**config.mk**
```make
export PLATFORM = sky130hd
export DESIGN_NAME = tq_split_fifo
export DESIGN_NICKNAME = d
export VERILOG_FILES = /design/src/rtl/tq_pkg.sv /design/src/rtl/tq_mode_fsm.sv /design/src/rtl/tq_lane.sv /design/src/rtl/tq_store.sv /design/src/rtl/tq_split_fifo.sv
export SDC_FILE = /design/constraint.sdc
export NUM_CORES = 1
export LEC_CHECK = 0
export ABC_AREA = 1
export BUFFER_PORTS_ARGS = -buffer_cell sky130_fd_sc_hd__buf_4
export CORE_MARGIN = 2
export CORE_UTILIZATION = 61
export DETAILED_ROUTE_END_ITERATION = 16
export GPL_TIMING_DRIVEN = 0
export PLACE_DENSITY = 0.79
export SLEW_MARGIN = 20
export SYNTH_ARGS = -nofsm -noshare
export SYNTH_HDL_FRONTEND = slang
export SYNTH_SLANG_ARGS = --single-unit
```
**constraint.sdc**
```tcl
create_clock -name clk -period 4 [get_ports clk]
set_input_delay 0.2 -clock clk [delete_from_list [all_inputs] [get_ports clk]]
set_output_delay 0.2 -clock clk [all_outputs]
set_load 0.02 [all_outputs]
```
**src/rtl/tq_pkg.sv**
```systemverilog
package tq_pkg;
    // Arrangement of the storage between the two threads
    typedef enum logic [1:0] {
        TQ_SPLIT = 2'd0,
        TQ_SOLO0 = 2'd1,
        TQ_SOLO1 = 2'd2
    } tq_mode_e;
endpackage

```
**src/rtl/tq_mode_fsm.sv**
```systemverilog
module tq_mode_fsm
    import tq_pkg::*;
(
    input  logic     clk,
    input  logic     rst_n,
    input  logic     solo_req_i,
    input  logic     solo_sel_i,
    input  logic     idle_i,
    output tq_mode_e mode_o,
    output logic     restart_o
);
    tq_mode_e state_q, state_d, target;

    always_comb begin
        if (!solo_req_i)      target = TQ_SPLIT;
        else if (solo_sel_i)  target = TQ_SOLO1;
        else                  target = TQ_SOLO0;
    end

    // next-state logic: every transition is gated by an idle queue
    always_comb begin
        state_d = state_q;
        unique case (state_q)
            TQ_SPLIT: if (idle_i && target != TQ_SPLIT) state_d = target;
            TQ_SOLO0: if (idle_i && target != TQ_SOLO0) state_d = target;
            TQ_SOLO1: if (idle_i && target != TQ_SOLO1) state_d = target;
            default:  state_d = TQ_SPLIT;
        endcase
    end

    always_ff @(posedge clk) begin
        if (!rst_n) state_q <= TQ_SPLIT;
        else        state_q <= state_d;
    end

    always_comb begin
        mode_o    = state_q;
        restart_o = (state_d != state_q);
    end


    mode_hold_chk: assert property (@(posedge clk) disable iff (!rst_n)
        (state_q != $past(state_q)) |-> $past(idle_i));
endmodule

```
**src/rtl/tq_lane.sv**
```systemverilog
module tq_lane #(
    parameter int DEPTH = 16
) (
    input  logic                         clk,
    input  logic                         rst_n,
    input  logic                         restart_i,
    input  logic                         wide_i,
    input  logic [$clog2(DEPTH+1)-1:0]   cap_i,
    input  logic                         push_i,
    input  logic                         pop_i,
    output logic                         full_o,
    output logic                         empty_o,
    output logic                         push_ok_o,
    output logic [$clog2(DEPTH)-1:0]     wr_ptr_o,
    output logic [$clog2(DEPTH)-1:0]     rd_ptr_o
);
    localparam int HALF = DEPTH / 2;
    localparam int AW   = $clog2(DEPTH);
    localparam int CW   = $clog2(DEPTH + 1);

    logic [AW-1:0] wr_q, rd_q;
    logic [CW-1:0] cnt_q;
    logic          pop_ok;

    function automatic logic [AW-1:0] bump(input logic [AW-1:0] p, input logic w);
        logic [AW-1:0] lim;
        lim = w ? AW'(DEPTH - 1) : AW'(HALF - 1);
        return (p == lim) ? '0 : p + AW'(1);
    endfunction

    assign full_o    = (cnt_q == cap_i);
    assign empty_o   = (cnt_q == '0);
    assign push_ok_o = push_i && !full_o;
    assign pop_ok    = pop_i && !empty_o;
    assign wr_ptr_o  = wr_q;
    assign rd_ptr_o  = rd_q;

    always_ff @(posedge clk) begin
        if (!rst_n) begin
            wr_q  <= '0;
            rd_q  <= '0;
            cnt_q <= '0;
        end else if (restart_i) begin
            wr_q <= '0;
            rd_q <= '0;
        end else begin
            if (push_ok_o) wr_q <= bump(wr_q, wide_i);
            if (pop_ok)    rd_q <= bump(rd_q, wide_i);
            if (push_ok_o && !pop_ok)      cnt_q <= cnt_q + CW'(1);
            else if (pop_ok && !push_ok_o) cnt_q <= cnt_q - CW'(1);
        end
    end


    cnt_bound_chk: assert property (@(posedge clk) disable iff (!rst_n)
        cnt_q <= cap_i);

    no_overflow_chk: assert property (@(posedge clk) disable iff (!rst_n)
        (push_i && full_o && !pop_i) |=> $stable(cnt_q));

    no_underflow_chk: assert property (@(posedge clk) disable iff (!rst_n)
        (pop_i && empty_o && !push_i) |=> empty_o);
endmodule

```
**src/rtl/tq_store.sv**
```systemverilog
module tq_store #(
    parameter int DEPTH = 16,
    parameter int WIDTH = 8
) (
    input  logic                          clk,
    input  logic                          rst_n,
    input  logic [1:0]                    we_i,
    input  logic [1:0][$clog2(DEPTH)-1:0] wa_i,
    input  logic [1:0][WIDTH-1:0]         wd_i,
    input  logic [1:0][$clog2(DEPTH)-1:0] ra_i,
    output logic [1:0][WIDTH-1:0]         rd_o
);
    localparam int AW = $clog2(DEPTH);

    logic [WIDTH-1:0] mem_q [DEPTH];

    always_ff @(posedge clk) begin
        for (int i = 0; i < DEPTH; i++) begin
            if (we_i[0] && wa_i[0] == AW'(i))      mem_q[i] <= wd_i[0];
            else if (we_i[1] && wa_i[1] == AW'(i)) mem_q[i] <= wd_i[1];
        end
    end

    for (genvar t = 0; t < 2; t++) begin : g_rd
        assign rd_o[t] = mem_q[ra_i[t]];
    end


    port_clash_chk: assert property (@(posedge clk) disable iff (!rst_n)
        !(we_i[0] && we_i[1] && wa_i[0] == wa_i[1]));
endmodule

```
**src/rtl/tq_split_fifo.sv**
```systemverilog
module tq_split_fifo
    import tq_pkg::*;
#(
    parameter int DEPTH = 16,
    parameter int WIDTH = 8
) (
    input  logic             clk,
    input  logic             rst_n,
    input  logic             solo_req_i,
    input  logic             solo_sel_i,
    input  logic [1:0]       push_i,
    input  logic [WIDTH-1:0] wdata0_i,
    input  logic [WIDTH-1:0] wdata1_i,
    input  logic [1:0]       pop_i,
    output logic [WIDTH-1:0] rdata0_o,
    output logic [WIDTH-1:0] rdata1_o,
    output logic [1:0]       full_o,
    output logic [1:0]       empty_o
);
    localparam int HALF = DEPTH / 2;
    localparam int AW   = $clog2(DEPTH);
    localparam int CW   = $clog2(DEPTH + 1);

    tq_mode_e             mode;
    logic                 restart, idle;
    logic [1:0]           push_ok;
    logic [1:0][AW-1:0]   wp, rp, wa, ra;
    logic [1:0][WIDTH-1:0] wd, rd;

    assign wd   = {wdata1_i, wdata0_i};
    assign idle = (&empty_o) && (push_i == 2'b00);

    tq_mode_fsm u_fsm (
        .clk        (clk),
        .rst_n      (rst_n),
        .solo_req_i (solo_req_i),
        .solo_sel_i (solo_sel_i),
        .idle_i     (idle),
        .mode_o     (mode),
        .restart_o  (restart)
    );

    for (genvar t = 0; t < 2; t++) begin : g_lane
        logic [CW-1:0] cap;
        logic          wide;
        logic [AW-1:0] base;

        always_comb begin
            unique case (mode)
                TQ_SPLIT: begin
                    cap  = CW'(HALF);
                    wide = 1'b0;
                    base = AW'(t * HALF);
                end
                TQ_SOLO0: begin
                    cap  = (t == 0) ? CW'(DEPTH) : '0;
                    wide = 1'b1;
                    base = '0;
                end
                TQ_SOLO1: begin
                    cap  = (t == 1) ? CW'(DEPTH) : '0;
                    wide = 1'b1;
                    base = '0;
                end
                default: begin
                    cap  = '0;
                    wide = 1'b0;
                    base = '0;
                end
            endcase
        end

        tq_lane #(.DEPTH(DEPTH)) u_lane (
            .clk       (clk),
            .rst_n     (rst_n),
            .restart_i (restart),
            .wide_i    (wide),
            .cap_i     (cap),
            .push_i    (push_i[t]),
            .pop_i     (pop_i[t]),
            .full_o    (full_o[t]),
            .empty_o   (empty_o[t]),
            .push_ok_o (push_ok[t]),
            .wr_ptr_o  (wp[t]),
            .rd_ptr_o  (rp[t])
        );

        assign wa[t] = base + wp[t];
        assign ra[t] = base + rp[t];
    end

    tq_store #(.DEPTH(DEPTH), .WIDTH(WIDTH)) u_store (
        .clk   (clk),
        .rst_n (rst_n),
        .we_i  (push_ok),
        .wa_i  (wa),
        .wd_i  (wd),
        .ra_i  (ra),
        .rd_o  (rd)
    );

    assign rdata0_o = rd[0];
    assign rdata1_o = rd[1];


    solo_idle_lane_chk: assert property (@(posedge clk) disable iff (!rst_n)
        (mode == TQ_SOLO0) |-> (full_o[1] && empty_o[1]));
endmodule

```
==> results of run 1 <==
[cell type report]
class                           instances  area share (%)
Sequential cell                       160           39.23
Clock buffer                           18           3.755
Timing Repair Buffer                   38           2.496
Tap cell                              220           2.408
Multi-Input combinational cell        880           42.46
Clock inverter                         14           1.576
Inverter                              126           4.193
Buffer                                 96           3.875
[cell families (layout without fill, tap and decap cells)]
logic type                 after synthesis  after routing  synth area share, %
DFF                                    160            160                43.71
buffers and inverters                  222            292                8.988
xor gates and xnor gates                22             22                1.878
and+or+nand+nor                        400            400                18.82
muxes                                   15             15                1.463
adders and majority gates               24             24                3.073
AOI/OAI and AO/OA                      419            419                22.07
[routing by layer]
layer  part of all wire [%]  vias up  GRT usage (%)
met5                      0        -              0
met4                    5.7        0          19.68
met3                     13      167          11.87
met2                     45      768          66.29
met1                     36     4528          51.31
li1                       -     4453              -
[final timing paths]
path | startpoint | endpoint | slack (ns)
max | flop | rdata0_o[0] | 0.60
min | rst_n | u_fsm.mode_o[0] | 0.05
max reg2reg | u_fsm.mode_o[0] | u_store.mem_q[11][2] | 0.80
min reg2reg | g_lane[0].u_lane.rd_ptr_o[1] | g_lane[0].u_lane.rd_ptr_o[1] | 0.51
[cells in the final DEF, fill, tap and decap left out, types with 32 or more instances in the layout]
cell	synthesis	routed
nand2_1	266	266
o21ai_0	261	245
edfxtp_1	128	128
inv_1	116	116
a21oi_1	85	85
clkbuf_1	57	58
buf_4	13	51
nor2_1	45	45
nand3_1	36	36
o211ai_1	34	34
dfxtp_1	32	32
[registers in the layout, summed over array words and instances, names as in the netlist, named ones only]
signal	flops
g_lane.u_lane.cnt_q	10
g_lane.u_lane.rd_ptr_o	8
g_lane.u_lane.wr_ptr_o	8
u_fsm.mode_o	2
u_store.mem_q	128
[through the flow]
stage	util (%)	cell area, um2	power, mW	hold slack [ns]	setup WS, ns
after floorplan	-	10260	4.094	0.3342	1.302
after global placement	65.34	10800	5.130	0.4921	0.3310
after detailed placement	65.48	10820	5.177	0.5027	0.6499
after CTS	69.17	11430	6.856	0.03492	0.6134
after global routing	69.17	11430	7.284	0.05023	0.5468
final	69.17	11430	7.010	0.05012	0.5992
[worst max-delay path: stages, from the launching register on]
cell and delay [ns]:
dfxtp_1 0.45, clkbuf_1 0.49, buf_1 0.75, a21oi_1 0.14, o21ai_0 0.17, o21ai_0 0.25, o221ai_1 0.25, nand2_1 0.08
buf_4 0.16
[power groups by stage]
| stage | registers (mW) | clock network (mW) | logic (mW) |
|---|---|---|---|
| after floorplan | 2.08 | 0 | 2.01 |
| after global placement | 2.12 | 0 | 3.01 |
| after detailed placement | 2.12 | 0 | 3.06 |
| after CTS | 2.09 | 1.70 | 3.07 |
| after global routing | 2.10 | 1.76 | 3.42 |
| final | 2.09 | 1.71 | 3.21 |
==> qor.yml, run 1 <==
gr-total-overflow: 0
required_ns: 3.80
hold_path.class: "in2reg"
final.min_clock_period_ns: 3.401
grt_max_degree: 17
vias_per_cell: 6.389
dieArea_mm2: 0.01787
io_pins: 44
hold_viol: 0
worst_clock_skew_ns: 0.007081
drtPass1Iterations: 7
netlist_top_cells_area: "edfxtp_1 (37%), o21ai_0 (13%), nand2_1 (9.7%)"
synth_cells: 1262
setup_tns_ns: 0
power.density_mw_per_mm2: 613.3
clock.fmax_mhz: 294.0
route.detailed.drc: 0
slew_headroom_pct: 31.88
start_util_pct: 62.09
end_kind: "primary output"
die-height_um: 133.7
syn_avg_cell_area_um2: 8.130
clkTransAtPathRegs_ns: 0.07
synth-async-reset-ratio_pct: 0
portBuffers: 35
finalSetupViolations: 0
synthTopCellsByCount: "nand2_1 (266), o21ai_0 (261), edfxtp_1 (128)"
hold_buffers: 0
synth-edff-count: 128
arrival_ns: 3.20
seqPwrFrac_pct: 29.8
place_congestion: 1.042
vias: 9916
yosys_warnings: 0
power_frac_comb_pct: 45.8
multiInputGateArea_mm2: 0.004853
crit_fanout: 10
synth.top_cell.area_share_pct: 37.46
synth-seq-cells: 160
syn-num-nets: 1310
worst_r2r_path_depth: 7
grt_use_total_pct: 41.19
ctsLongestPathBuffers: 2
dp_cells: 1520
cts_tree: "built"
vdd_drop_max_v: 0.0005216
numClockSinks: 160
grt_pass1_vias: 9109
core_mm2: 0.01652
fin_crit_sh_pct: 85.02
netlist_area_mm2: 0.01026
sw_frac_of_total_pct: 43.35
grt_setup_unrepaired: "false"
synth.distinct_cells: 40
ys_seq_area_share_pct: 43.71
syn2layout_area_growth_pct: 11.40
cap_violations: 0
h-tree-depth: 4
cts_resized: 0
status: "finished, final reports clean"
wl_um: 36390
grt_pass1_wl_um: 53830
antenna_found_initial: 0
cts_setup_buffers: 0
drt-initial-drc-count: 1598
cts_buffers: 17
p_sw_mw: 3.039
crit_type: "reg2out"
drive_gt1_share_pct: 10.81
antenna_cells: 0
yosys_most_used_dff: "edfxtp_1"
ant_nets: 0
final_cells: 1552
rows: 47
maxSlewViolCount: 0
whs_path_depth: 3
start_kind: "flop"
power.internal_mw: 3.971
clk_latency_ns: 0.44
power_leakage_nw: 4.527
power_frac_clock_pct: 24.3
fillers: 1326
synth.largest_area_cell: "edfxtp_1"
tightestPinTransition_ns: 1.015
cts-root-buf: "clkbuf_16"
die_width_um: 133.7
seqCellArea_mm2: 0.004484
synth_most_common_cell: "nand2_1"
dp_hpwl_um: 26680
wire_per_inst_um: 23.45
final_nets: 1367
Power figures use the tool's default switching activity.
==> run 2: changes to the inputs <==
Settings changed: ABC_CLOCK_PERIOD_IN_PS from default to 4000, MAX_ROUTING_LAYER from default to met4, REMOVE_ABC_BUFFERS from default to 1.
==> run 2 against run 1 <==
Net effect: sequential cell count did not move; worst hold slack improved by 0.019 ns; first-iteration DRC count down 32%; sequential share of layout area rose by 0.96 points; global-route usage is 8.6 points lower; via count shrank 10%; sequential power grew 8%; cell count shrank 4.8%; non-clock buffer count down 74; worst setup slack better by 0.036 ns; critical path type unchanged; critical endpoint is now rdata1_o[3].
==> qor.yml, run 2 (synthesized netlist as in run 1, its figures left out) <==
rows: 47
reg_top3: "u_store.mem_q: 128 flops, g_lane.u_lane.cnt_q: 10 flops"
wl_um: 27300
place_congestion: 0.9290
whs_ns: 0.06956
tightestPinTransition_ns: 1.142
status: "finished, final reports clean"
required_ns: 3.80
syn2layout_area_growth_pct: 9.037
gr-total-overflow: 0
grt_use_total_pct: 32.64
vdd_drop_max_v: 0.0005117
largest-register: "u_store.mem_q"
fin_crit_sh_pct: 84.11
wire_per_inst_um: 18.47
io_pins: 44
cts_tree: "built"
clkTransAtPathRegs_ns: 0.06
arrival_ns: 3.16
ctsLongestPathBuffers: 2
cts_buffers: 17
clk_latency_ns: 0.44
largest_register_ffs: 128
grt_setup_unrepaired: "false"
crit_fanout: 9
h-tree-depth: 4
slew_headroom_pct: 23.80
final_nets: 1293
vias_per_cell: 6.039
drive_gt1_share_pct: 11.61
core_mm2: 0.01652
cts_setup_buffers: 0
dp_cells: 1446
hold_path.class: "in2reg"
grt_pass1_wl_um: 43190
die_width_um: 133.7
vias: 8925
grt_max_degree: 85
numClockSinks: 160
cts-root-buf: "clkbuf_16"
cap_violations: 0
hold_buffers: 0
final_cell_mix: "nand2_1 (266), o21ai_0 (245), edfxtp_1 (128)"
start_kind: "flop"
clock.fmax_mhz: 297.2
p_total_mw: 6.456
fin_util_pct: 67.70
final_common_cell: "nand2_1"
fillers: 1334
power_leakage_nw: 4.465
drt-initial-drc-count: 1079
dp_hpwl_um: 17690
route.detailed.drc: 0
worst_clock_skew_ns: 0.009508
hold_viol: 0
power.density_mw_per_mm2: 577.1
setup_tns_ns: 0
portBuffers: 43
end_kind: "primary output"
finalSetupViolations: 0
antenna_cells: 0
maxSlewViolCount: 0
ant_nets: 0
antenna_found_initial: 0
cts_resized: 0
drtPass1Iterations: 7
dieArea_mm2: 0.01787
grt_pass1_vias: 8442
die-height_um: 133.7
final.min_clock_period_ns: 3.364
final_cells: 1478
start_util_pct: 62.09
crit_type: "reg2out"
run 2: cell types whose count changed in the layout (fill, tap and decap cells not counted), moves of 3 or more:
cell | previous run | this run
buf_1 | 14 | 0
clkinv_2 | 3 | 9
clkbuf_1 | 58 | 3
buf_2 | 9 | 0
inv_6 | 4 | 0
buf_6 | 3 | 0
dfxtp_1 | 32 | 28
buf_4 | 51 | 56
dfxtp_4 | 0 | 3
run 2: metal layers:
layer / part of all wire (%) / GRT usage [%] / vias to the layer above / wire length, um
met2: 49 / 53.58 / 478 / 13320
met5: 0 / - / - / 0
li1: - / - / 4311 / -
met1: 38 / 38.59 / 4031 / 10480
met3: 8.4 / 5.365 / 105 / 2303
met4: 4.4 / 17.73 / 0 / 1189
run 2: where the power goes:
group,leakage (nW),total (mW),switching [mW],internal [mW]
Clock,0.263,1.57,0.660,0.909
Combinational,2.77,2.64,1.65,0.983
Sequential,1.43,2.25,0.270,1.98
run 2: cell type report:
cell class                      instances  area (um2)  share of cell area, %
Clock buffer                           20       436.7                  3.903
Sequential cell                       160        4497                  40.20
Inverter                              126       480.5                  4.295
Timing Repair Buffer                   60       510.5                  4.563
Multi-Input combinational cell        880        4868                  43.52
Tap cell                              220       275.3                  2.461
Clock inverter                         12       118.9                  1.063
run 2: per-stage QoR:
step           setup slack, ns  cell area (um2)
2_1_floorplan           0.5264             9817
3_3_place_gp            -1.277            10420
3_5_place_dp            0.8508            10630
4_1_cts                 0.7258            11190
5_1_grt                 0.5456            11190
6_report                0.6355            11190
run 2: path summary, 6_finish.rpt:
| kind | startpoint | to | slack [ns] | cells after the start |
|---|---|---|---|---|
| worst min-delay path | pop_i[0] | g_lane[0].u_lane.rd_ptr_o[2] | 0.07 | 3 |
| worst min register to register | g_lane[0].u_lane.rd_ptr_o[1] | flop | 0.52 | 2 |
| worst max-delay path | u_fsm.mode_o[0] | rdata1_o[3] | 0.64 | 7 |
| worst max register to register | u_fsm.mode_o[0] | u_store.mem_q[14][6] | 0.85 | 7 |
run 2: worst max-delay path, stage by stage (launching register included):
cell      delay [ns]
dfxtp_1         0.42
inv_1           0.14
ha_1            0.39
xnor2_2         0.70
inv_1           0.44
o211ai_1        0.26
nand2_1         0.17
buf_4           0.19
